### src/rtl/pd_seq_pkg.sv
package pd_seq_pkg;

    typedef enum logic [3:0] {
        ST_ACTIVE  = 4'd0,
        ST_SHRINK  = 4'd1,
        ST_SAVE    = 4'd2,
        ST_ENTER   = 4'd3,
        ST_CLKBLK  = 4'd4,
        ST_VROFF   = 4'd5,
        ST_DEEP    = 4'd6,
        ST_VRUP    = 4'd7,
        ST_BCLK    = 4'd8,
        ST_PLLRST  = 4'd9,
        ST_RESTORE = 4'd10,
        ST_EXPAND  = 4'd11,
        ST_SHALLOW = 4'd12,
        ST_FAULT   = 4'd13
    } pd_state_e;

endpackage

### src/rtl/pd_gap_tracker.sv
// Keeps the last HIST_N break-to-break intervals and flags a short mean.
module pd_gap_tracker #(
    parameter int CNT_W  = 24,
    parameter int HIST_N = 8
) (
    input  logic             clk,
    input  logic             rst_n,
    input  logic             evt,
    input  logic [CNT_W-1:0] thresh,
    output logic             short_gaps
);
    localparam int LGN   = $clog2(HIST_N);
    localparam int SUM_W = CNT_W + LGN;
    localparam int FIL_W = LGN + 1;

    logic [CNT_W-1:0] free_cnt;
    logic [CNT_W-1:0] last_cap;
    logic [CNT_W-1:0] hist [HIST_N];
    logic [SUM_W-1:0] sum_q;
    logic [FIL_W-1:0] fill_q;
    logic [CNT_W-1:0] gap;
    logic [SUM_W-1:0] mean;

    assign gap  = free_cnt - last_cap;
    assign mean = sum_q >> LGN;

    always_ff @(posedge clk) begin
        if (!rst_n) begin
            free_cnt <= '0;
            last_cap <= '0;
            sum_q    <= '0;
            fill_q   <= '0;
        end else begin
            free_cnt <= free_cnt + 1'b1;
            if (evt) begin
                last_cap <= free_cnt;
                sum_q    <= sum_q - SUM_W'(hist[HIST_N-1]) + SUM_W'(gap);
                if (fill_q != FIL_W'(HIST_N))
                    fill_q <= fill_q + 1'b1;
            end
        end
    end

    generate
        for (genvar i = 0; i < HIST_N; i++) begin : g_hist
            always_ff @(posedge clk) begin
                if (!rst_n)
                    hist[i] <= '0;
                else if (evt)
                    hist[i] <= (i == 0) ? gap : hist[(i == 0) ? 0 : i-1];
            end
        end
    endgenerate

    assign short_gaps = (fill_q == FIL_W'(HIST_N)) && (mean < SUM_W'(thresh));


    hist_fill_chk: assert property (@(posedge clk) disable iff (!rst_n)
        fill_q <= FIL_W'(HIST_N));

endmodule

### src/rtl/pd_step_timer.sv
// Counts cycles spent in one requested step; expires after STEP_TMO cycles.
module pd_step_timer #(
    parameter int STEP_TMO = 4096
) (
    input  logic clk,
    input  logic rst_n,
    input  logic run,
    input  logic adv,
    output logic expired
);
    localparam int TW = $clog2(STEP_TMO + 1);

    logic [TW-1:0] cnt_q;

    always_ff @(posedge clk) begin
        if (!rst_n || !run || adv)
            cnt_q <= '0;
        else
            cnt_q <= cnt_q + 1'b1;
    end

    assign expired = run && (cnt_q == TW'(STEP_TMO - 1));


    tmo_window_chk: assert property (@(posedge clk) disable iff (!rst_n)
        cnt_q <= TW'(STEP_TMO - 1));

endmodule

### src/rtl/deep_idle_seq.sv
module deep_idle_seq
    import pd_seq_pkg::*;
#(
    parameter int CNT_W    = 24,
    parameter int HIST_N   = 8,
    parameter int STEP_TMO = 4096
) (
    input  logic             clk,
    input  logic             rst_n,
    input  logic             idle_req,
    input  logic             brk_evt,
    input  logic             dma_snoop,
    input  logic             step_ack,
    input  logic             ecc_err,
    input  logic [CNT_W-1:0] demote_thresh,
    output logic [3:0]       seq_state,
    output logic             step_req,
    output logic             snoop_held,
    output logic             resume,
    output logic             fault_ecc,
    output logic             fault_tmo
);
    pd_state_e st_q, st_d;
    logic      short_gaps;
    logic      tmo_hit;
    logic      brk_pend;
    logic      adv;
    logic      in_fence;

    pd_gap_tracker #(.CNT_W(CNT_W), .HIST_N(HIST_N)) u_gap (
        .clk        (clk),
        .rst_n      (rst_n),
        .evt        (brk_evt),
        .thresh     (demote_thresh),
        .short_gaps (short_gaps)
    );

    assign adv = (st_d != st_q);

    pd_step_timer #(.STEP_TMO(STEP_TMO)) u_tmr (
        .clk     (clk),
        .rst_n   (rst_n),
        .run     (step_req),
        .adv     (adv),
        .expired (tmo_hit)
    );

    // next state
    always_comb begin
        st_d = st_q;
        unique case (st_q)
            ST_ACTIVE:  if (idle_req) st_d = short_gaps ? ST_SHALLOW : ST_SHRINK;
            ST_SHRINK:  if (brk_evt) st_d = ST_RESTORE;
                        else if (tmo_hit) st_d = ST_FAULT;
                        else if (step_ack) st_d = ST_SAVE;
            ST_SAVE:    if (brk_evt) st_d = ST_RESTORE;
                        else if (tmo_hit) st_d = ST_FAULT;
                        else if (step_ack) st_d = ST_ENTER;
            ST_ENTER:   if (brk_evt) st_d = ST_RESTORE;
                        else if (tmo_hit) st_d = ST_FAULT;
                        else if (step_ack) st_d = ST_CLKBLK;
            ST_CLKBLK:  if (brk_evt) st_d = ST_RESTORE;
                        else if (tmo_hit) st_d = ST_FAULT;
                        else if (step_ack) st_d = ST_VROFF;
            ST_VROFF:   if (tmo_hit) st_d = ST_FAULT;
                        else if (step_ack) st_d = ST_DEEP;
            ST_DEEP:    if (brk_evt || brk_pend) st_d = ST_VRUP;
            ST_VRUP:    if (tmo_hit) st_d = ST_FAULT;
                        else if (step_ack) st_d = ST_BCLK;
            ST_BCLK:    if (tmo_hit) st_d = ST_FAULT;
                        else if (step_ack) st_d = ST_PLLRST;
            ST_PLLRST:  if (tmo_hit) st_d = ST_FAULT;
                        else if (step_ack) st_d = ST_RESTORE;
            ST_RESTORE: if (tmo_hit) st_d = ST_FAULT;
                        else if (step_ack) st_d = ecc_err ? ST_FAULT : ST_EXPAND;
            ST_EXPAND:  if (tmo_hit) st_d = ST_FAULT;
                        else if (step_ack) st_d = ST_ACTIVE;
            ST_SHALLOW: if (brk_evt) st_d = ST_ACTIVE;
            ST_FAULT:   st_d = ST_FAULT;
            default:    st_d = ST_FAULT;
        endcase
    end

    // state register
    always_ff @(posedge clk) begin
        if (!rst_n) st_q <= ST_ACTIVE;
        else        st_q <= st_d;
    end

    // combinational outputs
    always_comb begin
        step_req = 1'b0;
        in_fence = 1'b0;
        unique case (st_q)
            ST_ACTIVE, ST_SHALLOW, ST_FAULT: ;
            ST_DEEP:                         in_fence = 1'b1;
            ST_CLKBLK, ST_VROFF: begin
                step_req = 1'b1;
                in_fence = 1'b1;
            end
            default:                         step_req = 1'b1;
        endcase
    end

    assign seq_state  = st_q;
    assign snoop_held = in_fence && dma_snoop;

    // registered outputs
    always_ff @(posedge clk) begin
        if (!rst_n) begin
            resume    <= 1'b0;
            fault_ecc <= 1'b0;
            fault_tmo <= 1'b0;
            brk_pend  <= 1'b0;
        end else begin
            resume <= (st_d == ST_ACTIVE) &&
                      ((st_q == ST_EXPAND) || (st_q == ST_SHALLOW));
            if (st_q == ST_RESTORE && step_ack && ecc_err && !tmo_hit)
                fault_ecc <= 1'b1;
            if (tmo_hit)
                fault_tmo <= 1'b1;
            if (st_q == ST_VROFF && brk_evt)
                brk_pend <= 1'b1;
            else if (st_q == ST_DEEP)
                brk_pend <= 1'b0;
        end
    end


    deep_hold_chk: assert property (@(posedge clk) disable iff (!rst_n)
        (st_q == ST_DEEP && !brk_evt && !brk_pend) |=> st_q == ST_DEEP);


    pend_exit_chk: assert property (@(posedge clk) disable iff (!rst_n)
        (st_q == ST_DEEP && brk_pend) |=> st_q == ST_VRUP);


    fault_hold_chk: assert property (@(posedge clk) disable iff (!rst_n)
        st_q == ST_FAULT |=> (st_q == ST_FAULT && $stable(fault_ecc) && $stable(fault_tmo)));


    resume_src_chk: assert property (@(posedge clk) disable iff (!rst_n)
        $rose(resume) |-> ($past(st_q) == ST_EXPAND || $past(st_q) == ST_SHALLOW));


    ecc_src_chk: assert property (@(posedge clk) disable iff (!rst_n)
        $rose(fault_ecc) |-> ($past(st_q) == ST_RESTORE && $past(ecc_err)));


    deep_entry_chk: assert property (@(posedge clk) disable iff (!rst_n)
        (st_q != ST_DEEP) ##1 (st_q == ST_DEEP) |-> $past(st_q) == ST_VROFF);

endmodule

### config.mk
export PLATFORM = sky130hd
export DESIGN_NAME = deep_idle_seq
export DESIGN_NICKNAME = d
export VERILOG_FILES = /design/src/rtl/pd_seq_pkg.sv /design/src/rtl/pd_gap_tracker.sv /design/src/rtl/pd_step_timer.sv /design/src/rtl/deep_idle_seq.sv
export SDC_FILE = /design/constraint.sdc
export NUM_CORES = 1
export LEC_CHECK = 0
export BUFFER_PORTS_ARGS = -buffer_cell sky130_fd_sc_hd__buf_2
export CORE_AREA = 2 2 162 164
export CTS_CLUSTER_SIZE = 28
export DETAILED_ROUTE_END_ITERATION = 10
export DIE_AREA = 0 0 164 166
export GPL_ROUTABILITY_DRIVEN = 0
export PLACE_DENSITY = 0.79
export SLEW_MARGIN = 30
export SYNTH_ARGS = -nofsm -noshare
export SYNTH_HDL_FRONTEND = slang
export SYNTH_SLANG_ARGS = --single-unit
### constraint.sdc
create_clock -name clk -period 6.1 [get_ports clk]
set_input_delay 0.305 -clock clk [delete_from_list [all_inputs] [get_ports clk]]
set_output_delay 0.305 -clock clk [all_outputs]
set_load 0.01 [all_outputs]
Yosys cells after proc, flatten, opt, wreduce, memory -nomap -nowiden
Memories as Yosys holds them, arrays and structs flattened.
Cells that the tools add are included.
{"block": "classes", "mux": 46, "reduce_logical": 20, "bitwise": 8, "eq_ne": 17, "addsub": 6, "order_cmp": 1}
{"cell": "24-bit 2-to-1 mux", "count": 8}
{"cell": "4-bit 2-to-1 mux", "count": 28}
{"cell": "4-bit case mux with 13 select lines", "count": 1}
{"cell": "4-bit == test (second input constant)", "count": 7}
{"cell": "27-bit by 24-bit adder with 27-bit output", "count": 1}
{"cell": "27-bit by 24-bit subtractor with 27-bit output", "count": 1}
{"cell": "24-bit by 1-bit adder with 24-bit output (second input constant)", "count": 1}
{"cell": "24-bit less-than comparator", "count": 1}
{"cell": "24-bit subtractor", "count": 1}
{"cell": "4-bit by 3-bit == test with 1-bit output (second input constant)", "count": 4}
{"cell": "13-bit by 1-bit adder with 13-bit output (second input constant)", "count": 1}
{"cell": "13-bit by 12-bit == test with 1-bit output (second input constant)", "count": 1}
{"cell": "4-bit by 2-bit == test with 1-bit output (second input constant)", "count": 2}
{"cell": "1-bit logical AND", "count": 8}
{"cell": "4-bit zero test", "count": 2}
{"cell": "1-bit 2-to-1 mux", "count": 8}
{"cell": "1-bit bitwise OR", "count": 8}
{"cell": "4-bit by 1-bit adder with 4-bit output (second input constant)", "count": 1}
{"cell": "4-bit by 1-bit == test with 1-bit output (second input constant)", "count": 1}
{"cell": "1-bit logical OR", "count": 4}
{"cell": "4-bit inequality test", "count": 1}
{"cell": "4-bit inequality test (second input constant)", "count": 1}
{"cell": "4-bit OR reduction", "count": 1}
{"cell": "3-bit 2-to-1 mux", "count": 1}
{"cell": "4 further kinds", "count": 5}
{"block": "word_totals", "reg_bits": 100, "memories": 1, "ramBits": 192, "output_inout_bits": 9}
{"memory": "u_gap.hist", "depth": 8, "width": 24, "rd": 8, "rd_ports_with_merged_regs": 0, "write_ports": 8, "line_no": "pd_gap_tracker.sv:18", "source": "logic [CNT_W-1:0] hist [HIST_N];"}

Depth between registers and ports, before layout
Gate-level depths: netlist (run 1).
{"block": "depth", "depth_word": 9, "ltp_mapped": 22, "ltp_nobuf": 22}

Cells and area by module
A second synthesis (run 1) with hierarchy kept.
{"block": "unflattened", "cells_unflattened": 1439, "area_unflattened_um2": 15397.3}
{"mod": "pd_gap_tracker", "cells_per_inst": 1262, "n_inst": 1, "area_per_inst_um2": 14000.9, "seq_area_each_um2": 7347.0}
{"mod": "deep_idle_seq", "cells_per_inst": 112, "n_inst": 1, "area_per_inst_um2": 800.8, "seq_area_each_um2": 160.2}
{"mod": "pd_step_timer", "cells_per_inst": 65, "n_inst": 1, "area_per_inst_um2": 595.6, "seq_area_each_um2": 260.2}

Least setup slack after synthesis (run 1)
No wires, ideal clock.
{"block": "synth_timing", "path_kind": "input-to-reg", "startpoint": "input port brk_evt", "endpoint": "memory u_gap.hist[0][0] (enable)", "t_arrival_ps": 4532, "cell_stages": 4, "setup_slack_ps": 1023, "path_buffers": 2, "required_ps": 5556, "path_cell_list": "clkbuf_1 > nor2b_1 > clkbuf_1 > inv_1"}
{"element": "from (decl)", "line_no": "deep_idle_seq.sv:11", "source": "input logic brk_evt,"}
{"element": "to (decl)", "line_no": "pd_gap_tracker.sv:18"}

Worst setup path in the final report (run 1)
{"block": "layout_timing", "startpoint": "register u_gap.free_cnt[0]", "endpoint": "register u_gap.sum_q[26]"}
{"block": "layout_between", "elab_chain_len": 2}
{"element": "from (decl)", "line_no": "pd_gap_tracker.sv:16", "source": "logic [CNT_W-1:0] free_cnt;"}
{"element": "from (signal assigned)", "line_no": "pd_gap_tracker.sv:34", "source": "free_cnt <= free_cnt + 1'b1;"}
{"element": "24-bit subtractor", "line_no": "pd_gap_tracker.sv:24", "source": "assign gap = free_cnt - last_cap;"}
{"element": "net u_gap.gap[22]", "line_no": "pd_gap_tracker.sv:21", "source": "logic [CNT_W-1:0] gap;"}
{"element": "27-bit by 24-bit adder with 27-bit output", "line_no": "pd_gap_tracker.sv:37", "source": "sum_q <= sum_q - SUM_W'(hist[HIST_N-1]) + SUM_W'(gap);"}
{"element": "to (signal assigned)", "line_no": "pd_gap_tracker.sv:37"}
{"element": "to (decl)", "line_no": "pd_gap_tracker.sv:19", "source": "logic [SUM_W-1:0] sum_q;"}
The timed path passes the listed nets, and every way through them passes these cells.
A chain may end at the register's enable or synchronous reset.

==> results.md, run 1 <==
- Area share of fa/ha/maj cells after synthesis: 9.76%
- Main combinational cell family by area after synthesis: simple AND/OR/NAND/NOR gates
- Slew Limit Fails: 0
- Gr ovfl total: 0
- Synth cell types: 64
- Largest net degree at the start of global routing: 137
- Setup TNS: 0 ns
- Synth top area cells: edfxtp_1, dfxtp_1, and3_1
- Clk_lat worst skew: 0.55 ns
- Pwr per Cell Area: 393 nW/um^2
- Dpl hpwl: 18.8 mm
- Clock Skew: between 0.01 and 0.015 ns
- CTS root buf: clkbuf_16
- Req. time, crit path: 6.55 ns
- Top cells by count, synth: edfxtp_1, and3_1, dfxtp_1, inv_1, ha_1
- Final worst path period share: 84.2%
- Max-Cap Viols: 0
- Initial DRT Pass Iterations: 7
- Top-count cell post-synth: edfxtp_1
- Post-synth EDFFs: roughly 190
- Leading area contributor after synthesis: edfxtp_1
- Status: finished, final reports clean
- Max stage delay cell, worst path: fa_1
- Hold Slack: between 0.15 and 0.2 ns
- Total power: about 6.5 mW
- Register area share after synthesis: 51.8%
- Share of layout cells above drive strength 1: 8.32%
- Startpoint types: flip-flop
- Pre-CTS WS: 1.05 ns
- Hold Buf Count CTS: 0
- Slowest stage delay, CP: 0.45 ns
- Min-Delay Path Class: in -> reg
- Cells after DPL: 1,649
- Post-CTS sizing: 0
- Xor-xnor portion of the synthesized cell area: 4.67%
- RSZ-0062 raised after global routing: false
- CP Capture Point: u_gap.sum_q[26]
- Port bufs: 39
- Starting Density: 58.6%
- Multi-input logic area: 6590 sq um
- Most frequent CP cell: a21o_1
- Initial DRC Count: between 800 and 900
- Clk sinks: 292
- CTS tree: yes
- WL per Instance: 17.1 microns
- FF-to-FF path depth: 22
- Post-placement cell area: 15,400 sq um
- Rows: 59
- Register area: 7770 sq um
- R2R Path End: u_gap.sum_q[26]
- Vias: between 9,000 and 10,000
- CTS max path bufs: 3
- Mapped Cells: 1,340
- Mux cell area share after synthesis: roughly 2.8%
- Static Leakage: 7.39 nW
- Crit. End Element: flip-flop
- Peak VDD IR: between 200 and 300 uV
- N_diodes: 0
- Flops & latches, synth: 292
- Die Ht: 166 microns
- Die X: 164 microns
- First-pass GRT wire length: 47.4 mm
- Post-synth net total: between 1,000 and 1,500
- Tightest Pin Transition: 0.901 ns
- Critical path fanouts, max: 5
- FFs w/ async S/R, synth: 0%
- Area delta synth->final: 9.92%
- Final hold viol count: 0
- Ys flop type: edfxtp_1
- Top cell type's share of synthesized area: 38.4%
- Final core occ: 64.4%
- Minimum clock period after layout: 5.14 ns
- Antenna violations before repair: 0
- FMAX: a little under 200 MHz
- Antenna-violating nets left: 0
- R2r setup slk: around 0.96 ns
- Clk slew on worst S/H paths: 0.06 ns
- Final setup viols: 0
- Number of buffers created by CTS: 30
- H-tree depth: 1
- Number of global-route vias before repair: 9,439
- Non-Filler Instances: 1,705
- Final instance area: 16,500 sq um
- Post-Synth Simple-Gate Area: 17.9%
- Post-layout net count: 1,479
- Worst setup path startpoint: u_gap.free_cnt[0]
- Average cell area after synthesis: ~11 sq um
- Synth Area in Compound Gates: 8.74%
- Reg2reg start: u_gap.free_cnt[0]
- Final wirelength: 29.2 mm
- Cell area after synthesis: between 15,000 and 20,000 sq um
- Fin worst setup slack: 0.961 ns
- Critical path class: reg -> reg
- Worst path cell trace: inv_1 > ha_1 > inv_1 > fa_1 > a211oi_1 > o21ai_0 > a21o_1 > a31o_2 > nand4_1 > a21oi_1 > a31oi_1 > xnor2_1 > fa_1 > ha_1 > a21o_1 > a21o_1 > nor2_1 > o2111ai_1 > a41oi_1 > mux2i_1 > xor2_1 > and2_1
- # IOs: 40
- Die area: between 20,000 and 30,000 sq um
- Worst Path Arrival: 5.59 ns
- Vias/cell: 5.74
- CORE AREA: 25,600 sq um
- Setup Fix Bufs, Post-CTS: 0
- FILL cells: 1,933
- Yosys warnings: 0
- GRT Util Overall: 21.5%
- # DRC: 0
- Slew Limit Headroom: 39.9%
## metal layers
metal / share of wire [%] / GRT usage (%)
met5: 0 / 0
met4: 2.4 / 6.71
met3: 5.3 / 2.72
met2: 46 / 33.8
met1: 46 / 31.1
## registers in the layout (all words and copies together) (netlist names)
signal          count
u_gap.free_cnt     24
u_gap.sum_q        27
u_tmr.cnt_q        13
brk_pend            1
seq_state           4
u_gap.last_cap     24
resume              1
fault_ecc           1
u_gap.fill_q        4
fault_tmo           1
u_gap.hist        192
## critical path: cells and delay by family, from the launching register on
kind                     cells  cell delay, ns
AO/OA/AOI/OAI               10            2.26
XOR/XNOR                     2            0.26
adder cells (fa/ha/maj)      4            1.42
buffers and inverters        2            0.11
flip-flops                   1            0.34
multiplexers                 1            0.25
AND/OR/NAND/NOR              3            0.40
## layout make-up
cell class                 instances  area share [%]
clock buffer                      34            4.83
clock inverter                    22            1.81
inverter                          95            2.19
multi-input combinational        883            40.0
sequential                       292            47.1
tap                              335            2.54
timing repair buffer              44            1.54
## worst min-delay path by stage
stage / cells past startpoint / to / slack (ns) / from
after floorplan: 1 / u_tmr.cnt_q[0] / 0.44 / u_tmr.cnt_q[0]
after global routing: 3 / seq_state[0] / 0.19 / idle_req
after detailed placement: 1 / fault_ecc / 0.45 / fault_ecc
final: 2 / fault_tmo / 0.19 / rst_n
after CTS: 2 / fault_tmo / 0.18 / rst_n
after global placement: 1 / fault_tmo / 0.44 / fault_tmo
## cells by family after synthesis
kind of cell | after synthesis
flops | 292
simple gates | 457
xor+xnor | 80
compound gates | 202
fa+ha+maj | 102
buf+inv | 165
mux | 42
## report_power, final
group	leakage [nW]	switching [mW]	internal (mW)
Clock	0.533	0.766	1.23
Combinational	3.92	1.17	0.861
Sequential	2.94	0.162	2.28
Total	7.39	2.10	4.37
## cells in the final DEF, fill, tap and decap left out, drive strengths merged, types with 4 or more instances in the layout
cell    instances
inv            94
edfxtp        192
o21a            9
ha             77
o211ai          5
buf            44
nor3           11
a21oi          60
clkbuf         34
a211oi          8
nand2b         11
xor2           30
fa             25
bufinv          7
mux2i          42
dfxtp         100
nor2           33
and3          186
nor4            8
o21bai          5
nand3          26
and2           49
o22ai           5
o21ai          43
xnor2          50
nand2          51
nand4          13
and4            4
clkinv         14
a21boi          5
a21o           30
nor2b          53
a31oi           7
No activity file was read; power rests on OpenSTA's default activity.
==> run 2: changes to the inputs <==
--- a/config.mk
+++ b/config.mk
@@ -6,10 +6,10 @@
 export NUM_CORES = 1
 export LEC_CHECK = 0
 export BUFFER_PORTS_ARGS = -buffer_cell sky130_fd_sc_hd__buf_2
-export CORE_AREA = 2 2 162 164
+export CORE_AREA = 2 2 166 168
 export CTS_CLUSTER_SIZE = 28
 export DETAILED_ROUTE_END_ITERATION = 10
-export DIE_AREA = 0 0 164 166
+export DIE_AREA = 0 0 168 170
 export GPL_ROUTABILITY_DRIVEN = 0
 export PLACE_DENSITY = 0.79
 export SLEW_MARGIN = 30
==> constraint.sdc (replaced) <==
create_clock -name clk -period 4.5 [get_ports clk]
set_input_delay 0.225 -clock clk [delete_from_list [all_inputs] [get_ports clk]]
set_output_delay 0.225 -clock clk [all_outputs]
set_load 0.01 [all_outputs]
==> results.md, run 2 (same netlist as run 1, synthesis figures left out) <==
- Status: complete, but fails checks
- Violated checks: negative setup slack
- Critical path class: reg -> reg
- Number of global-route vias before repair: 9,911
- Startpoint types: flip-flop
- CORE AREA: 26,700 sq um
- Final instance area: roughly 18,000 sq um
- Area delta synth->final: 17.4%
- Reg2reg start: u_gap.free_cnt[0]
- Initial DRT Pass Iterations: 5
- Tightest Pin Transition: ~0.94 ns
- Peak VDD IR: 356 uV
- Max reg flops: 192
- Non-Filler Instances: 1,793
- GRT Util Overall: 20.9%
- Largest regs: u_gap.hist (192), u_gap.sum_q (27)
- Cell family with the largest share of critical-path delay: compound AO/OA/AOI/OAI gates
- Req. time, crit path: 4.94 ns
- Total power: 9.72 mW
- Worst setup path startpoint: u_gap.free_cnt[0]
- Dpl hpwl: between 15 and 20 mm
- Die Ht: around 170 microns
- Final worst path period share: 101%
- RSZ-0062 raised after global routing: true
- R2r setup slk: -0.04 ns
- Worst path cell trace: inv_2 > ha_4 > inv_2 > fa_2 > a211oi_4 > o21ai_2 > a21o_1 > a31o_4 > a21boi_0 > xnor2_1 > fa_1 > ha_1 > a21o_1 > a21oi_2 > o21ai_1 > a41o_1 > a41oi_2 > mux2i_1 > xor2_1 > and2_1
- Number of buffers created by CTS: 30
- Antenna violations before repair: 0
- Final setup viols: 1
- FF-to-FF path depth: 20
- Clock Skew: about 0.022 ns
- Vias/cell: 5.67
- Slew Limit Headroom: 37.1%
- Commonest non-fill, non-tap cell in the layout: edfxtp_1
- Critical path fanouts, max: 3
- Post-placement cell area: approximately 16,000 sq um
- CTS max path bufs: 3
- Starting Density: 56.3%
- Post-layout net count: 1,561
- Clk sinks: 292
- Hold Slack: 0.0416 ns
- Cells after DPL: 1,721
- Share of layout cells above drive strength 1: 18.6%
- Max stage delay cell, worst path: fa_1
- Minimum clock period after layout: 4.54 ns
- Worst path depth: 20
- Pwr per Cell Area: 552 nW/um^2
- Worst Path Arrival: 4.99 ns
- Hold Buf Count CTS: 0
- Slew Limit Fails: 0
- Clk_lat worst skew: 0.56 ns
- Static Leakage: between 7 and 8 nW
- Buffers plus inverters on the worst setup path: 2
- WL per Instance: 16.8 microns
- Crit. End Element: flip-flop
- Die X: 168 microns
- H-tree depth: 1
- Vias: approximately 10,000
- Fin worst setup slack: -0.0429 ns
- Gr ovfl total: 0
- Final hold viol count: 0
- # IOs: 40
- CTS root buf: clkbuf_16
- Die area: 28,600 sq um
- Most frequent cells in the layout: edfxtp_1, and3_1, dfxtp_1
- Min-Delay Path Class: in -> reg
- First-pass GRT wire length: 48.9 mm
- R2R Path End: u_gap.sum_q[26]
- # DRC: 0
- Rows: 60
- Largest net degree at the start of global routing: 146
- Most flops, register: u_gap.hist
- FMAX: 220 MHz
- Slowest stage delay, CP: 0.50 ns
- Initial DRC Count: 730
- Port bufs: 39
- Antenna-violating nets left: 0
- N_diodes: 0
- Clk slew on worst S/H paths: 0.06 ns
- CTS tree: yes
- CP Capture Point: u_gap.sum_q[26]
- Final wirelength: 30.1 mm
- Max-Cap Viols: 0
==> run 2: worst min-delay path by stage <==
| stage | end | start | cells after the start |
|---|---|---|---|
| 4_1_cts | seq_state[2] | rst_n | 3 |
| 5_1_grt | fault_tmo | rst_n | 2 |
| 3_3_place_gp | fault_tmo | fault_tmo | 1 |
| 3_5_place_dp | fault_tmo | fault_tmo | 1 |
| 6_report | seq_state[2] | rst_n | 3 |
| 2_1_floorplan | u_tmr.cnt_q[0] | u_tmr.cnt_q[0] | 1 |
==> run 2: area by class of cell <==
class                      instances  area (sq um)
fill                            1873          9040
sequential                       292          7770
multi-input combinational        883          7060
timing repair buffer             126           897
clock buffer                      37           838
tap                              341           427
inverter                          95           360
clock inverter                    19           262
==> run 2: layer usage <==
| metal | track usage, % | share of wire, % | vias to the layer above |
|---|---|---|---|
| met5 | 0 | 0 | - |
| met4 | 6.81 | 2.6 | 0 |
| met3 | 3.47 | 5.1 | 56 |
| met2 | 33.9 | 47 | 231 |
| met1 | 28.9 | 46 | 4909 |
| li1 | - | - | 4966 |
==> run 2: worst reg2reg max path, cell delays in order, from the launching register on <==
cell and delay (ns):
dfxtp_2 0.32, inv_2 0.06, ha_4 0.14, inv_2 0.04, fa_2 0.36, a211oi_4 0.25, o21ai_2 0.10, a21o_1 0.21
a31o_4 0.25, a21boi_0 0.27, xnor2_1 0.26, fa_1 0.50, ha_1 0.24, a21o_1 0.18, a21oi_2 0.16, o21ai_1 0.12
a41o_1 0.28, a41oi_2 0.22, mux2i_1 0.24, xor2_1 0.09, and2_1 0.16
==> run 2: through the flow <==
| stage | utilization (%) | setup TNS [ns] | setup WS [ns] |
|---|---|---|---|
| detailed placement | 59.7 | -1.06 | -0.214 |
| floorplan | - | 0 | 0.0286 |
| global placement | 59.7 | -0.209 | -0.0943 |
| global route | 66.1 | -1.86 | -0.229 |
| finish | 66.1 | -0.0429 | -0.0429 |
| CTS | 64.8 | -0.251 | -0.104 |
==> run 2: where the power goes <==
group | switching (mW) | leakage (nW) | total (mW) | internal (mW)
sequential | 0.208 | 2.94 | 3.30 | 3.09
combinational | 1.92 | 4.42 | 3.72 | 1.80
clock | 1.04 | 0.530 | 2.71 | 1.67
==> run 2: what timing repair did <==
action                     in CTS  in global routing
setup endpoints to repair      13                 17
pin swaps                      25                 50
resized for setup              39                 57
gates cloned                    0                  0
buffers inserted               11                  6
==> run 3: changes to the inputs <==
--- a/config.mk
+++ b/config.mk
@@ -6,10 +6,10 @@
 export NUM_CORES = 1
 export LEC_CHECK = 0
 export BUFFER_PORTS_ARGS = -buffer_cell sky130_fd_sc_hd__buf_2
-export CORE_AREA = 2 2 166 168
+export CORE_AREA = 2 2 115 229
 export CTS_CLUSTER_SIZE = 28
 export DETAILED_ROUTE_END_ITERATION = 10
-export DIE_AREA = 0 0 168 170
+export DIE_AREA = 0 0 117 231
 export GPL_ROUTABILITY_DRIVEN = 0
 export PLACE_DENSITY = 0.79
 export SLEW_MARGIN = 30
==> constraint.sdc (replaced) <==
create_clock -name clk -period 5.7 [get_ports clk]
set_input_delay 0.285 -clock clk [delete_from_list [all_inputs] [get_ports clk]]
set_output_delay 0.285 -clock clk [all_outputs]
set_load 0.01 [all_outputs]
==> results.md, run 3 (same netlist as run 1, synthesis figures left out) <==
- Final wirelength: just under 30 mm
- Gr ovfl total: 0
- Hold depth: 2
- Final core occ: 64.1%
- CTS root buf: clkbuf_16
- Crit. End Element: flip-flop
- Final setup viols: 0
- Antenna-violating nets left: 0
- Die Ht: about 230 microns
- Critical path class: reg -> reg
- Largest regs: u_gap.hist (192), u_gap.sum_q (27)
- CORE AREA: about 25,000 sq um
- Number of buffers created by CTS: 26
- Clock Skew: 0.00873 ns
- Static Leakage: 7.31 nW
- Clk sinks: just under 300
- Post-layout net count: 1,475
- Vias/cell: ~5.8
- Post-placement cell area: 15,400 sq um
- FILL cells: around 1,900
- Cell family with the largest share of critical-path delay: compound AO/OA/AOI/OAI gates
- Commonest non-fill, non-tap cell in the layout: edfxtp_1
- Max-Cap Viols: 0
- Buffers plus inverters on the worst setup path: 0
- Rows: between 80 and 90
- Slowest stage delay, CP: 0.51 ns
- Minimum clock period after layout: 5.21 ns
- Slew Limit Headroom: a little under two fifths
- N_diodes: 0
- Status: finished, final reports clean
- Worst path cell trace: ha_1 > o21a_1 > o31a_1 > o311ai_1 > nand3_1 > a21o_1 > a21oi_1 > xnor2_1 > fa_1 > ha_1 > a21oi_1 > o21ai_0 > a2111oi_0 > o211ai_1 > a41o_1 > xnor2_1 > o21ai_0
- Max stage delay cell, worst path: fa_1
- Critical path fanouts, max: 8
- CTS max path bufs: 3
- Port bufs: 39
- CTS tree: yes
- Initial DRC Count: 920
- First-pass GRT wire length: 47.7 mm
- H-tree depth: 1
- GRT Util Overall: between 20 and 25%
- Dpl hpwl: 18.7 mm
- Setup Fix Bufs, Post-CTS: 0
- Tightest Pin Transition: about 0.94 ns
- Req. time, crit path: around 6.1 ns
- Vias: 9,806
- Final instance area: 16,300 sq um
- Pwr per Cell Area: 407 nW/um^2
- RSZ-0062 raised after global routing: false
- Worst path depth: 17
- Final worst path period share: 91.4%
- Most flops, register: u_gap.hist
- Post-CTS sizing: 0
- WL per Instance: 16.9 microns
- FF-to-FF path depth: 17
- Share of layout cells above drive strength 1: around 7.9%
- Cells after DPL: 1,654
- Startpoint types: flip-flop
- Clk slew on worst S/H paths: roughly 0.070 ns
- Register area: just under 8000 sq um
- Total power: roughly 6.6 mW
- Hold Buf Count CTS: 0
- Most frequent cells in the layout: edfxtp_1, and3_1, dfxtp_1
- Setup TNS: 0 ns
- Multi-input logic area: 6580 sq um
- Non-Filler Instances: approximately 1,700
- Final hold viol count: 0
- # DRC: 0
- Number of global-route vias before repair: 9,814
- FMAX: 192 MHz
- Peak VDD IR: 272 uV
- Starting Density: 59.0%
- Fin worst setup slack: 0.490 ns
- Area delta synth->final: 8.79%
- Clk_lat worst skew: about 0.54 ns
- Max reg flops: 192
- Initial DRT Pass Iterations: 5
- # IOs: 40
- Worst Path Arrival: roughly 5.6 ns
- Die X: 117 microns
- Die area: 27,000 sq um
- Min-Delay Path Class: in -> reg
- Antenna violations before repair: 0
- Largest net degree at the start of global routing: between 100 and 150
- Hold Slack: 0.0649 ns
- Slew Limit Fails: 0
- Pre-CTS WS: between 0.5 and 0.6 ns
## run 3: changes by cell type in the layout (fill, tap and decap cells not counted), sizes merged
| cell | previous run | this run |
|---|---|---|
| clkbuf | 37 | 36 |
| bufinv | 6 | 2 |
| clkinvlp | 6 | 4 |
| clkinv | 8 | 5 |
| buf | 126 | 44 |
| inv | 94 | 96 |
## run 3: layer usage
layer	GRT usage [%]	wire (microns)	part of all wire [%]	up-vias
met3	2.78	1220	4.2	68
li1	-	-	-	4785
met2	34.7	13700	47	242
met5	0	0	0	-
met4	8.27	940	3.3	0
met1	30.4	13000	45	4711
## run 3: final cells by class
class                      instances  share of cell area [%]
timing repair buffer              44                    1.60
clock inverter                    12                   0.721
sequential                       292                    47.6
clock buffer                      36                    4.92
inverter                          95                    2.22
multi-input combinational        883                    40.3
tap                              340                    2.61
## run 3: worst paths after layout
check                         start              end  slack (ns)
hold / removal                rst_n     seq_state[0]        0.06
hold reg to reg           fault_ecc        fault_ecc        0.47
setup / recovery  u_gap.free_cnt[2]  u_gap.sum_q[23]        0.49
setup reg to reg  u_gap.free_cnt[2]  u_gap.sum_q[23]        0.49
## run 3: power by group
group | internal [mW] | switching, mW
clock | 1.08 | 0.779
sequential | 2.44 | 0.174
combinational | 0.920 | 1.25
total | 4.44 | 2.20
